--- src/rtl/mbh_pkg.sv ---
package mbh_pkg;

    // Where a word counter is told to go next.
    typedef enum logic [1:0] {
        STEP_HOLD  = 2'd0,
        STEP_NEXT  = 2'd1,
        STEP_WRAP  = 2'd2,
        STEP_CLEAR = 2'd3
    } step_e;

    // Decoded per-direction control for one cycle.
    typedef struct packed {
        logic accept;     // word access taken
        logic last;       // current word is the final one of the message
        logic fire_auto;  // automatic completion on the last word
        logic fire_host;  // explicit completion strobe accepted
    } dir_ctl_t;

    // A length of 0 counts as 1; a length above the maximum counts as the maximum.
    function automatic logic word_is_last(input int unsigned idx,
                                          input int unsigned len,
                                          input int unsigned max_words);
        return (idx + 1 >= len) || (idx + 1 >= max_words);
    endfunction

    function automatic step_e pick_step(input logic clear, input logic take, input logic last);
        if (clear)     return STEP_CLEAR;
        else if (take) return last ? STEP_WRAP : STEP_NEXT;
        else           return STEP_HOLD;
    endfunction

endpackage

--- src/rtl/mbh_word_ctr.sv ---
module mbh_word_ctr
    import mbh_pkg::*;
#(
    parameter int MAX_WORDS = 16,
    parameter int IDX_W     = $clog2(MAX_WORDS),
    parameter int LEN_W     = $clog2(MAX_WORDS + 1)
) (
    input  logic             clk,
    input  logic             rst,
    input  logic             take,
    input  logic             clear,
    input  logic [LEN_W-1:0] len,
    output logic [IDX_W-1:0] idx,
    output logic             last
);

    step_e step;

    assign last = word_is_last(32'(idx), 32'(len), MAX_WORDS);
    assign step = pick_step(clear, take, last);

    always_ff @(posedge clk) begin
        if (rst) begin
            idx <= '0;
        end else begin
            case (step)
                STEP_NEXT:  idx <= idx + IDX_W'(1);
                STEP_WRAP,
                STEP_CLEAR: idx <= '0;
                default:    idx <= idx;
            endcase
        end
    end

endmodule

--- src/rtl/mbh_level_ctr.sv ---
module mbh_level_ctr #(
    parameter int DEPTH = 4,
    parameter int LVL_W = $clog2(DEPTH + 1)
) (
    input  logic             clk,
    input  logic             rst,
    input  logic             inc,
    input  logic             dec,
    output logic [LVL_W-1:0] level,
    output logic [LVL_W-1:0] level_nx,
    output logic             full,
    output logic             empty
);

    localparam logic [LVL_W-1:0] TOP = LVL_W'(DEPTH);

    assign full     = (level == TOP);
    assign empty    = (level == '0);
    // Callers gate inc with !full and dec with !empty.
    assign level_nx = level + LVL_W'(inc) - LVL_W'(dec);

    always_ff @(posedge clk) begin
        if (rst) level <= '0;
        else     level <= level_nx;
    end

endmodule

--- src/rtl/mbh_dma_handshake.sv ---
module mbh_dma_handshake
    import mbh_pkg::*;
#(
    parameter int DEPTH     = 4,
    parameter int MAX_WORDS = 16,
    parameter int IDX_W     = $clog2(MAX_WORDS),
    parameter int LEN_W     = $clog2(MAX_WORDS + 1),
    parameter int LVL_W     = $clog2(DEPTH + 1)
) (
    input  logic             clk,
    input  logic             rst,
    input  logic [LEN_W-1:0] cfg_msg_words,
    input  logic             cfg_dma_en,
    input  logic             cfg_auto_ack,
    input  logic             cfg_auto_txreq,
    input  logic             rx_msg_stored,
    input  logic             rx_rd,
    input  logic             rx_ack_wr,
    input  logic             tx_wr,
    input  logic             tx_req_wr,
    input  logic             tx_msg_sent,
    output logic [IDX_W-1:0] rx_word_idx,
    output logic [IDX_W-1:0] tx_word_idx,
    output logic             rx_ack,
    output logic             tx_req,
    output logic             dma_req,
    output logic             err_rd_empty,
    output logic             err_wr_full
);

    localparam logic [LVL_W-1:0] TOP = LVL_W'(DEPTH);

    dir_ctl_t         rx_c, tx_c;
    logic             rx_last, tx_last;
    logic             rx_full, rx_empty, tx_full, tx_empty;
    logic [LVL_W-1:0] rx_lvl, rx_lvl_nx, tx_lvl, tx_lvl_nx;
    logic             rx_drained, rx_drained_nx;
    logic             rd_ok, tx_wr_ok;
    logic             rx_free, tx_take;
    logic             dma_nx;

    // ---------------- receive side ----------------
    assign rd_ok = rx_rd && !rx_empty && !rx_drained;

    always_comb begin
        rx_c.accept    = rd_ok;
        rx_c.last      = rx_last;
        rx_c.fire_auto = rd_ok && rx_last && cfg_auto_ack;
        rx_c.fire_host = rx_ack_wr && !rx_empty;
    end

    assign rx_free = rx_c.fire_auto || rx_c.fire_host;

    // Head fully read but not yet freed: further reads are refused.
    always_comb begin
        if (rx_free)
            rx_drained_nx = 1'b0;
        else if (rx_c.accept && rx_c.last)
            rx_drained_nx = 1'b1;
        else
            rx_drained_nx = rx_drained;
    end

    mbh_word_ctr #(.MAX_WORDS(MAX_WORDS), .IDX_W(IDX_W), .LEN_W(LEN_W)) u_rx_words (
        .clk   (clk),
        .rst   (rst),
        .take  (rx_c.accept),
        .clear (rx_c.fire_host),
        .len   (cfg_msg_words),
        .idx   (rx_word_idx),
        .last  (rx_last)
    );

    mbh_level_ctr #(.DEPTH(DEPTH), .LVL_W(LVL_W)) u_rx_level (
        .clk      (clk),
        .rst      (rst),
        .inc      (rx_msg_stored && !rx_full),
        .dec      (rx_free),
        .level    (rx_lvl),
        .level_nx (rx_lvl_nx),
        .full     (rx_full),
        .empty    (rx_empty)
    );

    // ---------------- transmit side ----------------
    assign tx_wr_ok = tx_wr && !tx_full;

    always_comb begin
        tx_c.accept    = tx_wr_ok;
        tx_c.last      = tx_last;
        tx_c.fire_auto = tx_wr_ok && tx_last && cfg_auto_txreq;
        tx_c.fire_host = tx_req_wr && !tx_full;
    end

    assign tx_take = tx_c.fire_auto || tx_c.fire_host;

    mbh_word_ctr #(.MAX_WORDS(MAX_WORDS), .IDX_W(IDX_W), .LEN_W(LEN_W)) u_tx_words (
        .clk   (clk),
        .rst   (rst),
        .take  (tx_c.accept),
        .clear (tx_c.fire_host),
        .len   (cfg_msg_words),
        .idx   (tx_word_idx),
        .last  (tx_last)
    );

    mbh_level_ctr #(.DEPTH(DEPTH), .LVL_W(LVL_W)) u_tx_level (
        .clk      (clk),
        .rst      (rst),
        .inc      (tx_take),
        .dec      (tx_msg_sent && !tx_empty),
        .level    (tx_lvl),
        .level_nx (tx_lvl_nx),
        .full     (tx_full),
        .empty    (tx_empty)
    );

    // ---------------- request line and flags ----------------
    always_comb begin
        dma_nx = (rx_lvl_nx != '0) && !rx_drained_nx;
        if (!cfg_dma_en && (tx_lvl_nx != TOP))
            dma_nx = 1'b1;
    end

    always_ff @(posedge clk) begin
        if (rst) begin
            rx_drained   <= 1'b0;
            rx_ack       <= 1'b0;
            tx_req       <= 1'b0;
            dma_req      <= 1'b0;
            err_rd_empty <= 1'b0;
            err_wr_full  <= 1'b0;
        end else begin
            rx_drained   <= rx_drained_nx;
            rx_ack       <= rx_free;
            tx_req       <= tx_take;
            dma_req      <= dma_nx;
            err_rd_empty <= err_rd_empty || (rx_rd && !rd_ok);
            err_wr_full  <= err_wr_full || (tx_wr && tx_full);
        end
    end

endmodule

--- config.mk ---
export PLATFORM = sky130hd
export DESIGN_NAME = mbh_dma_handshake
export DESIGN_NICKNAME = d
export VERILOG_FILES = /design/src/rtl/mbh_pkg.sv /design/src/rtl/mbh_word_ctr.sv /design/src/rtl/mbh_level_ctr.sv /design/src/rtl/mbh_dma_handshake.sv
export SDC_FILE = /design/constraint.sdc
export NUM_CORES = 1
export LEC_CHECK = 0
export ABC_AREA = 1
export BUFFER_PORTS_ARGS = -buffer_cell sky130_fd_sc_hd__buf_4
export CAP_MARGIN = 0
export CORE_ASPECT_RATIO = 0.6
export CORE_MARGIN = 4
export CORE_UTILIZATION = 40
export CTS_CLUSTER_SIZE = 20
export DETAILED_ROUTE_END_ITERATION = 8
export MAX_ROUTING_LAYER = met4
export SYNTH_ARGS = -nofsm -noshare
export SYNTH_HDL_FRONTEND = slang
export SYNTH_SLANG_ARGS = --single-unit
--- constraint.sdc ---
create_clock -name clk -period 2.9 [get_ports clk]
set_clock_uncertainty 0.15 [all_clocks]
set_input_delay 0.145 -clock clk [delete_from_list [all_inputs] [get_ports clk]]
set_output_delay 0.145 -clock clk [all_outputs]
set_load 0.01 [all_outputs]
* Word level (Yosys, flattened, before mapping)
Index checks and enable logic that the tools add are counted.
Word-level totals: register bits 20, input port bits 16, output and inout port bits 13, word-level logic and storage cells 78
Cells by class: add/sub/neg operators 8, order comparisons 4, equality and inequality tests 9, mux-type cells 11, reductions and logical operators 36
Operators with widths (count):
- $ge 32x5->1 const B | 2
- $pmux 4 s2 | 2
- $logic_and 1x1->1 | 15
- $mux 2 | 6
- $add 4x1->5 const B | 2
- $ge 5x5->1 | 2
- $add 4x1->4 const B | 2
- $eq 2x2->1 const B | 4
- $logic_not 1->1 | 8
- $add 3x1->3 | 2
- $eq 3x3->1 const B | 2
- $logic_not 3->1 | 2
- $logic_or 1x1->1 | 6
- $sub 3x1->3 | 2
- $eq 2x1->1 const B | 2
- $reduce_bool 2->1 | 2
- $reduce_or 2->1 | 2
- $mux 1 | 3
- $ne 3x3->1 const B | 1
- $reduce_bool 3->1 | 1

* Depth between registers and ports, before layout
Gate-level depths: netlist (run 1).
depth in word-level cells 11, gate-level depth with buffers 19, gate-level depth less buffers 19

* Modules after synthesis
Synthesis (run 1) repeated with hierarchy kept, for this count alone.
Unflattened totals: cell total of the unflattened synthesis 209, area total of the unflattened synthesis 1445.1 um^2
By module, submodules not included:
- mbh_word_ctr | instances 2, cells an instance 57, area an instance 381.6 um^2, sequential area each 80.1 um^2
- mbh_level_ctr | instances 2, cells an instance 26, area an instance 190.2 um^2, sequential area each 60.1 um^2
- mbh_dma_handshake | instances 1, cells an instance 43, area an instance 301.5 um^2, sequential area each 120.1 um^2

* Least setup slack after synthesis (run 1)
Ideal clock, no wire load.
path kind register to register, from reg u_rx_words.idx[0], to reg dma_req, setup time 0.126 ns, data arrival time 2.716 ns, data required time 2.624 ns, path slack -0.092 ns, cell stages (with the launch flop) 20, path buffers 0, clock period less this slack 2.992 ns, cell sequence dfxtp_1 > ha_1 > nand2_1 > nor2_2 > ha_1 > nand2_1 > nand2_1 > nor2_1 > nand3_2 > nand3_2 > nand2_1 > ha_1 > inv_1 > ha_1 > fa_1 > xor2_1 > inv_1 > nand3_1 > nand2_1 > a21oi_1
On the way: longest elaborated chain between the ends 10, elaborated cells on any way between the ends 14, classes of those cells 2 x add/sub; 2 x order compare; 3 x mux; 7 x reduce/logical
RTL lines:
- start: declaration | RTL line mbh_word_ctr.sv:13 | output logic [IDX_W-1:0] idx,
- start signal: assignment | RTL line mbh_word_ctr.sv:27 | STEP_NEXT: idx <= idx + IDX_W'(1);
- start signal: assignment | RTL line mbh_word_ctr.sv:30 | default: idx <= idx;
- $add 4x1->5 (*) | RTL line mbh_pkg.sv:23 | return (idx + 1 >= len) || (idx + 1 >= max_words);
- $ge 32x5->1 or $ge 5x5->1 (tied branches) | RTL line mbh_pkg.sv:23
- $logic_or 1x1->1 (*) | RTL line mbh_pkg.sv:23
- $logic_and 1x1->1 (*) (2 in series) | RTL line mbh_dma_handshake.sv:48 | rx_c.fire_auto = rd_ok && rx_last && cfg_auto_ack;
- $logic_or 1x1->1 (*) | RTL line mbh_dma_handshake.sv:52 | assign rx_free = rx_c.fire_auto || rx_c.fire_host;
- via rx_free | RTL line mbh_dma_handshake.sv:39 | logic rx_free, tx_take;
- $sub 3x1->3 or $mux 1 (tied branches) | RTL line mbh_level_ctr.sv:20, mbh_dma_handshake.sv:56
- $reduce_bool 3->1 or $logic_not 1->1 (tied branches) | RTL line mbh_dma_handshake.sv:120 | dma_nx = (rx_lvl_nx != '0) && !rx_drained_nx;
- $logic_and 1x1->1 (*) | RTL line mbh_dma_handshake.sv:120
- $mux 1 (*) | RTL line mbh_dma_handshake.sv:121 | if (!cfg_dma_en && (tx_lvl_nx != TOP))
- end signal: assignment | RTL line mbh_dma_handshake.sv:137 | dma_req <= dma_nx;
- end: declaration | RTL line mbh_dma_handshake.sv:26 | output logic dma_req,
Mark *: on every way through the listed nets, which the timed path passes. The rest lies on a longest branch. A chain may end at the register's enable or synchronous reset.

* Worst setup path in the final report (run 1)
Same ends and word-level chain as after synthesis.

==> results of run 1 <==
[timing repair]
item                                    in CTS  in global routing
buffers inserted                             3                  2
hold buffers                                 1                  0
pin swaps                                    4                  7
hold endpoints to repair                     1                  0
resized for setup                            5                 20
endpoints found under the setup margin       2                  4
[per-stage QoR]
step / TNS, ns / total power, uW / cell area (um^2) / std cells / worst slack [ns]
6_report: -0.0211 / 1280 / 1870 / 267 / -0.0211
5_1_grt: -0.310 / 1410 / 1870 / 267 / -0.196
4_1_cts: 0 / 1250 / 1770 / 265 / 0.00121
3_5_place_dp: -0.0649 / 1030 / 1670 / 257 / -0.0548
3_3_place_gp: 0 / 1010 / 1670 / 257 / 0.000558
2_1_floorplan: 0 / 817 / 1330 / 177 / 0.00173
[Yosys cell counts (2+ instances only)]
library cell / count
nand2_1: 37
inv_1: 33
dfxtp_1: 20
nor2_1: 20
ha_1: 16
a21oi_1: 12
xor2_1: 5
nand3_1: 4
inv_2: 3
nand2_2: 3
o21ai_0: 3
a31oi_1: 2
clkbuf_1: 2
fa_1: 2
nand3_2: 2
nor2_2: 2
nor2_4: 2
nor3_4: 2
xnor2_1: 2
[power groups by stage]
stage	registers [uW]	logic [uW]	clock network (uW)
floorplan	418	399	0
global placement	396	614	0
detailed placement	400	628	0
CTS	393	641	220
global route	404	764	239
finish	396	674	213
[cells in the final DEF (no fill, tap or decap), types with 3 or more instances in the layout]
cell type   n
dfxtp_1    14
clkbuf_8    4
nor2_1     17
dfxtp_2     4
nand3_1     3
inv_2       4
buf_4      45
nand2_2     5
a21oi_1    11
xor2_2      3
o21ai_0     3
ha_1       12
nor2_4      4
nand3_2     3
inv_1      32
nor2_2      3
nand2_1    35
[sequential cells by signal (all words and copies together), names as in the netlist]
register / count
tx_req: 1
err_rd_empty: 1
err_wr_full: 1
rx_ack: 1
u_rx_words.idx: 4
rx_drained: 1
dma_req: 1
u_tx_words.idx: 4
u_rx_level.level: 3
u_tx_level.level: 3
[worst max-delay path, stage by stage (launching register included)]
cell and delay (ns):
dfxtp_4 0.37, ha_4 0.16, nand2_2 0.07, nor2_4 0.13
ha_4 0.21, nand2_1 0.07, nand2_1 0.07, nor2_2 0.10
nand3_2 0.11, nand3_2 0.08, nand2_1 0.05, ha_1 0.26
inv_1 0.04, ha_2 0.16, fa_2 0.34, xor2_1 0.17
inv_1 0.08, nand3_1 0.07, nand2_1 0.08, a21oi_2 0.05
[kinds of logic after synthesis]
logic type               count (synthesis)
AND/OR/NAND/NOR                         75
buffers and inverters                   38
flip-flops                              20
AO/OA/AOI/OAI                           19
adder cells (fa/ha/maj)                 18
XOR/XNOR                                 7
[how the worst min path moves through the flow]
stage	endpoint	slack, ns	depth (start not counted)
floorplan	err_wr_full$_SDFF_PP0_	0.14	2
global placement	err_rd_empty$_SDFF_PP0_	0.24	3
detailed placement	err_rd_empty$_SDFF_PP0_	0.25	3
CTS	err_wr_full$_SDFF_PP0_	0.01	3
global route	dma_req$_SDFF_PP0_	0.01	3
finish	dma_req$_SDFF_PP0_	0.003	3
[cell type report]
class                           count  area [um^2]  area share [%]
Inverter                           36          135            7.24
Timing Repair Buffer               46          348            18.6
Tap cell                           42         52.6            2.82
Multi-Input combinational cell    119          862            46.2
Sequential cell                    20          413            22.1
Clock buffer                        4         55.1            2.95
[metal layers]
layer / vias to the layer above / GRT usage (%) / part of all wire [%] / wire [um]
met5: - / - / 0 / 0
met4: 0 / 2.49 / 0.24 / 7
met3: 2 / 4.64 / 5.6 / 167
met2: 25 / 24.4 / 46 / 1360
met1: 523 / 18.8 / 48 / 1440
li1: 639 / - / - / -
==> impl_metrics.json, run 1 <==
{
  "status": "complete, but fails checks",
  "failed_checks": "negative setup slack",
  "crit_path_start_kind": "register",
  "reg2reg_to": "dma_req$_SDFF_PP0_",
  "crit_end": "dma_req$_SDFF_PP0_",
  "cts_tree": "yes",
  "combPwrFrac_pct": 52.5,
  "cts_buffer_depth": 2,
  "critPathArrivalTime_ns": 2.92,
  "ys_seq_elements": 20,
  "setup_viol": 1,
  "seqPwrFrac_pct": 30.9,
  "portBuffers": 28,
  "ioPinCount": 29,
  "firstDrtPassIters": 4,
  "yosysTopAreaCellShare_pct": 30.6,
  "n_antenna_cell": 0,
  "hold_viol_final": 0,
  "worstSetupStartpoint": "u_rx_words.idx[0]$_SDFFE_PP0P_",
  "wl_um": 2980,
  "row_count": 15,
  "avgSynthCellArea_um2": 7.39,
  "grt_max_degree": 17,
  "syn_inst": 177,
  "synth_nets": 211,
  "grt_pass1_wl_um": 4890,
  "die_y_um": 52.3,
  "dpl.hpwl_um": 2260,
  "wl_per_cell_um": 11.2,
  "core_area_um2": 3000,
  "final.period_utilization_pct": 101,
  "fillers": 274,
  "synth_ff_type": "dfxtp_1",
  "slew_headroom_pct": 80.2,
  "switchingPower_uw": 511,
  "synth-simple-area-share_pct": 27.5,
  "peakVddDrop_uv": 379,
  "syn_to_final_growth_pct": 42.7,
  "synth.distinct_cells": 24,
  "cp-end-kind": "register",
  "via_count": 1189,
  "drtAntennaViolNets": 0,
  "max-cap-violations": 0,
  "synthAdderAreaFrac_pct": 18.4,
  "initial_core_util_pct": 43.5,
  "crit_type": "register to register",
  "numCtsBuffers": 3,
  "p_leak_uw": 0.000931,
  "min_from": "cfg_dma_en",
  "grt_pass1_vias": 1167,
  "place.gp.congestion": 0.861,
  "synth-async-reset-ratio_pct": 0,
  "cts.htree.levels": 1,
  "path_clk_slew_ns": 0.08,
  "p_per_area_nw_per_um2": 687,
  "utilization_pct": 62.1,
  "rrSetupSlack_ns": -0.02,
  "clock_sinks": 20,
  "synth_edf_count": 0,
  "dieArea_um2": 4280,
  "synth_top_cell_by_area": "dfxtp_1",
  "path_max_fanout": 3,
  "ff2ff_path_depth": 19,
  "dr.first_iter.drc_count": 34,
  "antenna_found_initial": 0,
  "synth_area_um2": 1310,
  "synth_compound_area_share_pct": 7.94,
  "synth_top_family_by_area": "simple AND/OR/NAND/NOR gates",
  "synthMuxAreaShare_pct": 0,
  "max_freq_ghz": 0.342,
  "clkPwrFrac_pct": 16.6,
  "reg2reg_from": "u_rx_words.idx[0]$_SDFFE_PP0P_",
  "holdWs_ns": 0.00279,
  "drc": 0,
  "rsz0062_at_grt": "yes",
  "p_int_uw": 771,
  "cp.required_ns": 2.90,
  "cts_root_buffer": "clkbuf_8",
  "final_nets": 260,
  "min_period_ns": 2.92,
  "synthXorXnorAreaFrac_pct": 4.69,
  "yosysSeqAreaShare_pct": 30.6,
  "synth_area_leaders": "dfxtp_1, ha_1, nand2_1, inv_1, nor2_1",
  "grt_remaining_overflow": 0,
  "vias_per_cell": 4.45,
  "p_sw_share_pct": 39.9,
  "gr-usage-all-layers_pct": 15.0,
  "yosysWarnings": 0,
  "die-width_um": 81.8,
  "drv_slew": 0,
  "timing.final.ws_setup_ns": -0.0211,
  "drive_gt1_share_pct": 40.0,
  "clock_latency_ns": 0.26,
  "worst-slew-pin-transition_ns": 0.297,
  "hold_path_class": "primary input to register"
}
No activity file was read; power rests on OpenSTA's default activity.
==> run 2: changes to the inputs <==
==> constraint.sdc (replaced) <==
create_clock -name clk -period 3.4 [get_ports clk]
set_clock_uncertainty 0.15 [all_clocks]
set_input_delay 0.17 -clock clk [delete_from_list [all_inputs] [get_ports clk]]
set_output_delay 0.17 -clock clk [all_outputs]
set_load 0.01 [all_outputs]
==> run 2 against run 1 <==
  * The flow now finishes without violations
  * Maximum frequency fell by 6.1%
  * Die area did not move
  * Global-route usage fell by 0.87 points
  * First-iteration DRC count rose by 47%
  * Wire length fell by 12%
  * Combinational power fell by 28%
  * Power fell by 18%
  * Worst setup slack improved by 0.31 ns
  * Sequential power fell by 16%
  * Core utilization fell by 7.5 points
==> impl_metrics.json, run 2 (synthesis gave the netlist of run 1 again) <==
{
  "status": "finished, final reports clean",
  "top_regs": "u_rx_words.idx x4, u_tx_words.idx x4",
  "setup_viol": 0,
  "postCtsSetupBuffers": 0,
  "drive_gt1_share_pct": 23.6,
  "cts_hold_buf": 0,
  "clock_sinks": 20,
  "clock_latency_ns": 0.26,
  "gr-usage-all-layers_pct": 14.2,
  "path_clk_slew_ns": 0.08,
  "hold_viol_final": 0,
  "syn_to_final_growth_pct": 25.5,
  "cts.htree.levels": 1,
  "ff2ff_path_depth": 19,
  "whs_endpoint": "err_rd_empty$_SDFF_PP0_",
  "cts_buffer_depth": 2,
  "grt_remaining_overflow": 0,
  "n_antenna_cell": 0,
  "fillers": 294,
  "portBuffers": 28,
  "drc": 0,
  "grt_pass1_wl_um": 4550,
  "rrSetupSlack_ns": 0.29,
  "rsz0062_at_grt": "no",
  "reg2reg_from": "u_rx_words.idx[0]$_SDFFE_PP0P_",
  "fin_area_um2": 1640,
  "core_area_um2": 3000,
  "seq_area_um2": 400,
  "dpl.hpwl_um": 2240,
  "vias_per_cell": 4.51,
  "min_from": "rx_rd",
  "p_leak_uw": 0.000848,
  "cp-end-kind": "register",
  "setup_tns_ns": 0,
  "max_freq_ghz": 0.322,
  "dr.first_iter.drc_count": 50,
  "path_max_fanout": 6,
  "reg2reg_to": "dma_req$_SDFF_PP0_",
  "place.gp.congestion": 0.873,
  "firstDrtPassIters": 5,
  "mostFrequentLayoutCells": "nand2_1, inv_1, buf_4",
  "slew_headroom_pct": 82.8,
  "final_nets": 243,
  "layoutNonFillerInstCount": 250,
  "wl_per_cell_um": 10.4,
  "place_inst": 246,
  "multi_input_area_um2": 764,
  "hold_depth": 3,
  "grt_max_degree": 17,
  "dieArea_um2": 4280,
  "numCtsBuffers": 3,
  "max-cap-violations": 0,
  "cts.repair.resized": 0,
  "via_count": 1127,
  "antenna_found_initial": 0,
  "cp.required_ns": 3.40,
  "die-width_um": 81.8,
  "final_common_cell": "nand2_1",
  "cts_tree": "yes",
  "die_y_um": 52.3,
  "drv_slew": 0,
  "wl_um": 2610,
  "final.period_utilization_pct": 91.5,
  "post_dp_cell_area_um2": 1570,
  "crit_type": "register to register",
  "crit_path_start_kind": "register",
  "drtAntennaViolNets": 0,
  "ioPinCount": 29,
  "p_per_area_nw_per_um2": 643,
  "grt_pass1_vias": 1094,
  "cts_root_buffer": "clkbuf_8",
  "worst-slew-pin-transition_ns": 0.257,
  "min_period_ns": 3.11,
  "utilization_pct": 54.7,
  "peakVddDrop_uv": 382,
  "row_count": 15,
  "critPathArrivalTime_ns": 3.11,
  "hold_path_class": "primary input to register",
  "initial_core_util_pct": 43.5
}
[run 2: cell types whose count changed in the layout (fill, tap and decap cells not counted), sizes merged]
cell         change
bufinv           +1
buf             -16
clkbuf           -1
dlygate4sd3      -1
[run 2: where the power goes]
| group | internal [uW] | switching [uW] |
|---|---|---|
| logic | 210 | 277 |
| clock network | 157 | 78.0 |
| registers | 290 | 43.2 |
| total | 657 | 399 |
[run 2: worst max-delay path by stage]
stage,from,to,slack (ns),cells past startpoint
finish,u_rx_words.idx[0]$_SDFFE_PP0P_,dma_req$_SDFF_PP0_,0.29,19
floorplan,u_rx_words.idx[0]$_SDFFE_PP0P_,dma_req$_SDFF_PP0_,0.41,19
global placement,u_rx_words.idx[0]$_SDFFE_PP0P_,dma_req$_SDFF_PP0_,0.36,19
detailed placement,u_rx_words.idx[0]$_SDFFE_PP0P_,dma_req$_SDFF_PP0_,0.27,19
global route,u_rx_words.idx[0]$_SDFFE_PP0P_,dma_req$_SDFF_PP0_,0.04,18
CTS,u_rx_words.idx[0]$_SDFFE_PP0P_,dma_req$_SDFF_PP0_,0.26,19
[run 2: through the flow]
stage | power (uW) | hold slack, ns | setup WS, ns
6_report | 1060 | 0.0173 | 0.290
5_1_grt | 1170 | 0.0262 | 0.0427
4_1_cts | 1070 | 0.00581 | 0.264
3_5_place_dp | 834 | 0.276 | 0.274
3_3_place_gp | 816 | 0.263 | 0.356
2_1_floorplan | 689 | 0.163 | 0.408
[run 2: layout make-up]
| class | count | share of cell area (%) |
|---|---|---|
| clock inverter | 1 | 1.83 |
| inverter | 36 | 8.23 |
| tap | 42 | 3.20 |
| sequential | 20 | 24.4 |
| clock buffer | 3 | 2.52 |
| timing repair buffer | 29 | 13.3 |
| multi-input combinational | 119 | 46.6 |
[run 2: critical path: stages (launching register included)]
cell and delay [ns]:
dfxtp_1 0.41, ha_1 0.21, nand2_1 0.08, nor2_2 0.11, ha_1 0.24, nand2_1 0.06, nand2_1 0.04, nor2_1 0.13
nand3_2 0.13, nand3_2 0.10, nand2_1 0.06, ha_1 0.27, inv_1 0.03, ha_1 0.18, fa_1 0.37, xor2_1 0.17
inv_1 0.08, nand3_1 0.07, nand2_1 0.07, a21oi_1 0.05
[run 2: per-layer routing]
layer  vias to the layer above  track usage, %  share of wire (%)
li1                        604               -                  -
met1                       494            18.4                 51
met2                        27            22.1                 42
met3                         2            4.12                6.4
met4                         0            2.76               0.50
met5                         -               -                  0
